===== src/rtl/ird_pkg.sv =====
package ird_pkg;
  typedef enum logic [1:0] {
    ST_IDLE  = 2'd0,
    ST_MARK  = 2'd1,
    ST_SPACE = 2'd2
  } ird_state_e;

  typedef struct packed {
    logic bit_inv;
    logic msb_first;
    logic pol_inv;
    logic lead_en;
    logic dec_en;
  } ird_ctrl_t;
endpackage


===== src/rtl/ird_win.sv =====
module ird_win #(
  parameter int FW    = 8,
  parameter int CW    = 16,
  parameter int PD_SH = 1,
  parameter int W_SH  = 0
) (
  input  logic [4*FW-1:0] win,
  input  logic [CW-1:0]   width,
  input  logic [CW:0]     period,
  output logic            hit
);
  logic [CW:0] w_lo, w_hi, pd_lo, pd_hi;

  always_comb begin
    w_lo  = (CW+1)'(win[FW-1:0])      << W_SH;
    w_hi  = (CW+1)'(win[2*FW-1:FW])   << W_SH;
    pd_lo = (CW+1)'(win[3*FW-1:2*FW]) << PD_SH;
    pd_hi = (CW+1)'(win[4*FW-1:3*FW]) << PD_SH;
    hit   = ({1'b0, width} >= w_lo) && ({1'b0, width} <= w_hi) &&
            (period >= pd_lo) && (period <= pd_hi);
  end
endmodule


===== src/rtl/ird_len_win.sv =====
module ird_len_win #(
  parameter int LW       = 6,
  parameter int LENW     = 7,
  parameter int MAX_BITS = 48,
  parameter int MIN_CAP  = 30
) (
  input  logic [LW-1:0]   min_raw,
  input  logic [LW-1:0]   max_raw,
  output logic [LENW-1:0] eff_min,
  output logic [LENW-1:0] eff_max
);
  logic [LENW-1:0] max_up;

  always_comb begin
    max_up = LENW'(max_raw) + LENW'(1);
    if (LENW'(min_raw) < LENW'(MIN_CAP)) eff_min = LENW'(min_raw) & ~LENW'(1);
    else                                 eff_min = LENW'(MIN_CAP);
    if (LENW'(max_raw) < LENW'(MAX_BITS)) eff_max = max_up & ~LENW'(1);
    else                                  eff_max = LENW'(MAX_BITS);
  end
endmodule


===== src/rtl/ird_bit_acc.sv =====
module ird_bit_acc #(
  parameter int DW       = 64,
  parameter int MAX_BITS = 48,
  parameter int LENW     = 7
) (
  input  logic            clk,
  input  logic            rst_n,
  input  logic            clr,
  input  logic            shift,
  input  logic            bit_in,
  input  logic            msb_first,
  output logic [DW-1:0]   acc,
  output logic [LENW-1:0] cnt
);
  logic [DW-1:0]   acc_n;
  logic [LENW-1:0] cnt_n;

  always_comb begin
    acc_n = acc;
    cnt_n = cnt;
    if (clr) begin
      acc_n = '0;
      cnt_n = '0;
    end else if (shift) begin
      if (msb_first) begin
        acc_n = {acc[DW-2:0], bit_in};
      end else begin
        for (int i = 0; i < DW; i++)
          if (cnt == LENW'(i)) acc_n[i] = bit_in;
      end
      cnt_n = cnt + LENW'(1);
    end
  end

  always_ff @(posedge clk or negedge rst_n) begin
    if (!rst_n) begin
      acc <= '0;
      cnt <= '0;
    end else if (clr || shift) begin
      acc <= acc_n;
      cnt <= cnt_n;
    end
  end


  cnt_bound_chk: assert property (@(posedge clk) disable iff (!rst_n)
    cnt <= LENW'(MAX_BITS));
endmodule


===== src/rtl/ird_decoder.sv =====
module ird_decoder
  import ird_pkg::*;
#(
  parameter int FW       = 8,
  parameter int CW       = 16,
  parameter int FTW      = 10,
  parameter int LW       = 6,
  parameter int DW       = 64,
  parameter int MAX_BITS = 48,
  parameter int MIN_CAP  = 30
) (
  input  logic                      clk,
  input  logic                      rst_n,
  input  logic                      ir_line,
  input  logic [4:0]                ctrl,
  input  logic [4*FW-1:0]           ldr_win,
  input  logic [16*FW-1:0]          dat_win,
  input  logic [FTW+2*LW-1:0]       ft_cfg,
  output logic [DW-1:0]             rx_data,
  output logic [$clog2(DW+1)-1:0]   rx_len,
  output logic                      rx_done,
  output logic                      rx_err
);
  localparam int WINW = 4 * FW;
  localparam int LENW = $clog2(DW + 1);
  localparam int NDAT = 4;

  ird_ctrl_t c;
  assign c = ird_ctrl_t'(ctrl);

  ird_state_e      state, st_n;
  logic [CW-1:0]   wcnt, wcnt_n, scnt, scnt_n, scnt_inc, idle_lim;
  logic [CW:0]     period;
  logic            act_now, act_q, lead_ok, lead_n, any_sym, any_n;
  logic            ldr_hit, b0hit, b1hit, need_ldr, first_bit, overflow;
  logic            acc_clr, acc_shift, bit_val, done_n, err_n;
  logic [NDAT-1:0] dhit;
  logic [DW-1:0]   acc;
  logic [LENW-1:0] acc_cnt, eff_min, eff_max;

  assign act_now  = ir_line ^ c.pol_inv;
  assign period   = {1'b0, wcnt} + {1'b0, scnt};
  assign scnt_inc = (scnt == '1) ? scnt : scnt + CW'(1);
  assign idle_lim = CW'({ft_cfg[FTW-1:0], 3'b000});

  ird_win #(.FW(FW), .CW(CW), .PD_SH(4), .W_SH(4)) u_ldr_win (
    .win(ldr_win), .width(wcnt), .period(period), .hit(ldr_hit));

  for (genvar g = 0; g < NDAT; g++) begin : g_dwin
    ird_win #(.FW(FW), .CW(CW), .PD_SH(1), .W_SH(0)) u_win (
      .win(dat_win[g*WINW +: WINW]), .width(wcnt), .period(period), .hit(dhit[g]));
  end

  ird_len_win #(.LW(LW), .LENW(LENW), .MAX_BITS(MAX_BITS), .MIN_CAP(MIN_CAP)) u_len (
    .min_raw(ft_cfg[FTW+LW-1:FTW]), .max_raw(ft_cfg[FTW+2*LW-1:FTW+LW]),
    .eff_min(eff_min), .eff_max(eff_max));

  ird_bit_acc #(.DW(DW), .MAX_BITS(MAX_BITS), .LENW(LENW)) u_acc (
    .clk(clk), .rst_n(rst_n), .clr(acc_clr), .shift(acc_shift), .bit_in(bit_val),
    .msb_first(c.msb_first), .acc(acc), .cnt(acc_cnt));

  assign first_bit = (acc_cnt == '0);
  assign b0hit     = first_bit ? dhit[0] : dhit[2];
  assign b1hit     = first_bit ? dhit[1] : dhit[3];
  assign need_ldr  = c.lead_en & ~lead_ok;
  assign overflow  = (acc_cnt == LENW'(MAX_BITS));
  assign bit_val   = ~b0hit ^ c.bit_inv;

  always_comb begin
    st_n = state; wcnt_n = wcnt; scnt_n = scnt; lead_n = lead_ok; any_n = any_sym;
    acc_clr = 1'b0; acc_shift = 1'b0; done_n = 1'b0; err_n = 1'b0;
    if (!c.dec_en) begin
      st_n = ST_IDLE; acc_clr = 1'b1; lead_n = 1'b0; any_n = 1'b0;
    end else begin
      case (state)
        ST_IDLE: begin
          acc_clr = 1'b1; lead_n = 1'b0; any_n = 1'b0;
          if (act_now && !act_q) begin
            st_n = ST_MARK; wcnt_n = CW'(1); scnt_n = '0;
          end
        end
        ST_MARK: begin
          if (act_now) wcnt_n = (wcnt == '1) ? wcnt : wcnt + CW'(1);
          else begin
            st_n = ST_SPACE; scnt_n = CW'(1);
          end
        end
        ST_SPACE: begin
          if (act_now) begin
            if (need_ldr ? ldr_hit : ((b0hit | b1hit) && !overflow)) begin
              any_n = 1'b1;
              if (need_ldr) lead_n = 1'b1;
              else          acc_shift = 1'b1;
              st_n = ST_MARK; wcnt_n = CW'(1); scnt_n = '0;
            end else begin
              err_n = 1'b1; st_n = ST_IDLE;
            end
          end else begin
            scnt_n = scnt_inc;
            if (scnt_inc >= idle_lim) begin
              st_n = ST_IDLE;
              if (any_sym) begin
                if (acc_cnt >= eff_min && acc_cnt <= eff_max) done_n = 1'b1;
                else                                          err_n  = 1'b1;
              end
            end
          end
        end
        default: st_n = ST_IDLE;
      endcase
    end
  end

  always_ff @(posedge clk or negedge rst_n) begin
    if (!rst_n) begin
      state <= ST_IDLE; wcnt <= '0; scnt <= '0; act_q <= 1'b0;
      lead_ok <= 1'b0; any_sym <= 1'b0; rx_done <= 1'b0; rx_err <= 1'b0;
    end else begin
      state <= st_n; wcnt <= wcnt_n; scnt <= scnt_n; act_q <= act_now;
      lead_ok <= lead_n; any_sym <= any_n; rx_done <= done_n; rx_err <= err_n;
    end
  end

  always_ff @(posedge clk or negedge rst_n) begin
    if (!rst_n) begin
      rx_data <= '0;
      rx_len  <= '0;
    end else if (done_n) begin
      rx_data <= acc;
      rx_len  <= acc_cnt;
    end
  end


  strobe_excl_chk: assert property (@(posedge clk) disable iff (!rst_n)
    !(rx_done && rx_err));

  data_hold_chk: assert property (@(posedge clk) disable iff (!rst_n)
    !rx_done |-> ($stable(rx_data) && $stable(rx_len)));

  len_win_chk: assert property (@(posedge clk) disable iff (!rst_n)
    rx_done |-> (rx_len >= $past(eff_min)) && (rx_len <= $past(eff_max)));

  dis_idle_chk: assert property (@(posedge clk) disable iff (!rst_n)
    !c.dec_en |=> (state == ST_IDLE) && !rx_done && !rx_err);

  lead_first_chk: assert property (@(posedge clk) disable iff (!rst_n)
    acc_shift |-> (!c.lead_en || lead_ok));
endmodule


===== config.mk =====
export PLATFORM = sky130hd
export DESIGN_NAME = ird_decoder
export DESIGN_NICKNAME = d
export VERILOG_FILES = /design/src/rtl/ird_pkg.sv /design/src/rtl/ird_win.sv /design/src/rtl/ird_len_win.sv /design/src/rtl/ird_bit_acc.sv /design/src/rtl/ird_decoder.sv
export SDC_FILE = /design/constraint.sdc
export NUM_CORES = 1
export LEC_CHECK = 0
export ABC_AREA = 1
export CAP_MARGIN = 25
export CORE_UTILIZATION = 55
export CTS_CLUSTER_DIAMETER = 120
export CTS_CLUSTER_SIZE = 10
export DETAILED_ROUTE_END_ITERATION = 16
export HOLD_SLACK_MARGIN = 0.05
export MAX_ROUTING_LAYER = met4
export PLACE_DENSITY_LB_ADDON = 0.2
export SLEW_MARGIN = 30
export SYNTH_ARGS = -nofsm -noshare
export SYNTH_HDL_FRONTEND = slang
export SYNTH_SLANG_ARGS = --single-unit

===== constraint.sdc =====
create_clock -name clk -period 5.3 [get_ports clk]
set_input_delay 1.06 -clock clk [delete_from_list [all_inputs] [get_ports clk]]
set_output_delay 1.06 -clock clk [all_outputs]
set_load 0.01 [all_outputs]

==> flow_metrics.tcl <==
set metrics [dict create \
    fin_area_um2 18500 \
    async_flop_share_pct 100 \
    yosysMostFrequentCell "nand2_1" \
    leakage_uw 0.0102 \
    startpoint "scnt[0]" \
    routed_via_density 5.37 \
    worstMarginPinSlew_ns 0.951 \
    drc 0 \
    drt_iter0_drc 1093 \
    insertion_delay_ns 0.44 \
    fin_setup_tns_ns 0 \
    grt_util_met2_pct 54.1 \
    gr-max-usage-layer "met2" \
    cts_setup_buffers 0 \
    synth-seq-area-share_pct 30.3 \
    grt_pass1_wl_um 70900 \
    cts_buffer_depth 2 \
    tritoncts "done" \
    clk_pin_slew_ns 0.08 \
    grt_use_total_pct 32.5 \
    cap_violations 0 \
    ir_drop_mv 0.164 \
    gp_congestion 0.941 \
    routedWlPerCell_um 15.6 \
    clock_skew_ns 0.0162 \
    cts_num_sinks 181 \
    die_w_um 167 \
    fmax_mhz 212 \
    num_rows 59 \
    port_buffers 261 \
    max_slew_margin_pct 36.5 \
    antenna_found_initial 2 \
    min_from "rx_data[36]" \
    synthDistinctLibCells 51 \
    grt_pass1_vias 14700 \
    worst_setup_path_end_kind "flop" \
    grt_util_met3_pct 4.66 \
    final_cells 2739 \
    grt_max_degree 107 \
    critical_path_class "flop to flop" \
    dp_cells 2705 \
    ant_nets 0 \
    dieArea_um2 27800 \
    syn_inst 2142 \
    r2r-start "scnt[0]" \
    ys_ff_latch 181 \
    syn_area_um2 14900 \
    fin_crit_ns 4.71 \
    yosysWarnings 0 \
    vias 14700 \
    synth_top_area_share_pct 30.3 \
    synth_top_cell_by_area "dfrtp_1" \
    postCtsResizedCells 0 \
    fin_nets 2789 \
    slew_viol_final 0 \
    start_kind "flop" \
    required_ns 5.65 \
    fp.dieH_um 167 \
    ios 263 \
    wirelength_um 42800 \
    synth_area_per_cell_um2 6.98 \
    crit_fanout 25 \
    dr.pass1.iters 6 \
    drive_gt1_share_pct 6.04 \
    gr-usage-met1_pct 39.4 \
    synth_ff_type "dfrtp_1" \
    area_growth_pct 24.1 \
    holdBufCountCts 0 \
    numCtsBuffers 17 \
    gr-total-overflow 0 \
    htreeDepth 4 \
    synth_fp_nets 2542 \
    status "completed" \
    hold_violations 0 \
    synth.area.top_cells "dfrtp_1 30%, ha_1 17%, nand2_1 15%" \
    hold_path.class "flop to flop" \
    placed_area_um2 17900 \
    power_density_nw_per_um2 247 \
    setup_viol 0 \
    dp_hpwl_um 32700 \
    synth_edf_count 0 \
    initial_core_util_pct 56.7 \
    fin_crit_sh_pct 88.9 \
    synthTopCellsByCount "613 x nand2_1, 314 x inv_1, 209 x ha_1" \
    rsz0062_at_grt "false" \
    cts_root_buf "clkbuf_16" \
    arrival_ns 5.06 \
    coreArea_um2 26400 \
]
[metrics by stage]
| step | util, % | hold slack (ns) | setup slack, ns | total power (uW) |
|---|---|---|---|---|
| final | 70.4 | 0.478 | 0.587 | 4590 |
| after floorplan | - | 0.442 | 1.38 | 2690 |
| after detailed placement | 68.0 | 0.465 | 0.637 | 3270 |
| after CTS | 70.3 | 0.485 | 0.611 | 4590 |
| after global routing | 70.4 | 0.505 | 0.201 | 4910 |
| after global placement | 68.0 | 0.461 | 0.743 | 3190 |
[cell usage in the layout, fill, tap and decap left out, drive strengths merged, types with 2 or more instances in the layout]
cell / instances
nor4: 5
a21boi: 4
xnor2: 3
ha: 209
a31oi: 2
nor2: 179
nand3: 77
inv: 328
nor3: 18
a21o: 6
diode: 2
o31ai: 5
clkinv: 6
nand4: 22
and2: 2
o221ai: 2
buf: 24
o21a: 5
xor2: 25
o21ai: 205
dfrtp: 181
or2: 61
o22ai: 2
clkdlybuf4s50: 260
o21bai: 6
a21oi: 118
clkbuf: 17
nand2: 617
[worst paths after layout]
check | depth (start not counted) | slack, ns | end
setup reg to reg | 26 | 0.59 | wcnt[1]
hold / removal | 2 | 0.48 | rx_data[36]
max in group asynchronous | 2 | 3.66 | u_acc.acc[53]
hold reg to reg | 2 | 0.48 | rx_data[36]
min in group asynchronous | 1 | 0.62 | rx_data[19]
setup / recovery | 26 | 0.59 | wcnt[1]
[power breakdown]
group          switching, uW  internal, uW  total (uW)  leakage, uW
combinational           1030           620        1650      0.00738
sequential               107          1500        1610      0.00250
clock                    640           681        1320     0.000297
[cell families after synthesis]
group / count (synthesis) / share of synthesized area [%]
muxes: 1 / 0.0670
DFF: 181 / 30.3
buffers and inverters: 377 / 9.90
AOI/OAI and AO/OA: 362 / 12.9
and+or+nand+nor: 982 / 27.6
other: 1 / 0.0251
adders and majority gates: 210 / 17.6
xor gates and xnor gates: 28 / 1.64
[metal layers]
layer	share of wire [%]	wire [um]
met5	0	0
met4	3.9	1680
met3	5.0	2120
met2	48	20700
met1	43	18300
[registers in the layout, summed over array words and instances (netlist names), 2 cells and up]
register / flops
rx_data: 64
rx_len: 7
scnt: 16
state: 2
u_acc.acc: 64
u_acc.cnt: 7
wcnt: 16
[critical path: stages (launching register included)]
cell and delay (ns):
dfrtp_1 0.44, ha_1 0.26, fa_1 0.38, nand2_1 0.10, nand3_1 0.07, o21ai_1 0.18, inv_1 0.10, a21o_1 0.18
xor2_1 0.13, buf_4 0.19, ha_1 0.31, nand2_1 0.07, inv_1 0.05, nand3_1 0.09, o31ai_1 0.35, nand3_1 0.14
a21oi_1 0.14, nand2_1 0.07, nand2_1 0.09, nand2_1 0.07, nand2_1 0.18, nand2_1 0.13, nand3_1 0.13, nand2_2 0.17
inv_2 0.35, nand3_1 0.11, o21ai_0 0.12
[layout make-up]
| type | instances | area [um2] |
|---|---|---|
| Sequential cell | 181 | 4530 |
| Fill cell | 2255 | 7810 |
| Antenna cell | 2 | 5.00 |
| Tap cell | 335 | 419 |
| Clock buffer | 17 | 425 |
| Clock inverter | 15 | 188 |
| Inverter | 321 | 1200 |
| Timing Repair Buffer | 284 | 2820 |
| Multi-Input combinational cell | 1584 | 8950 |
Power figures use the tool's default switching activity.
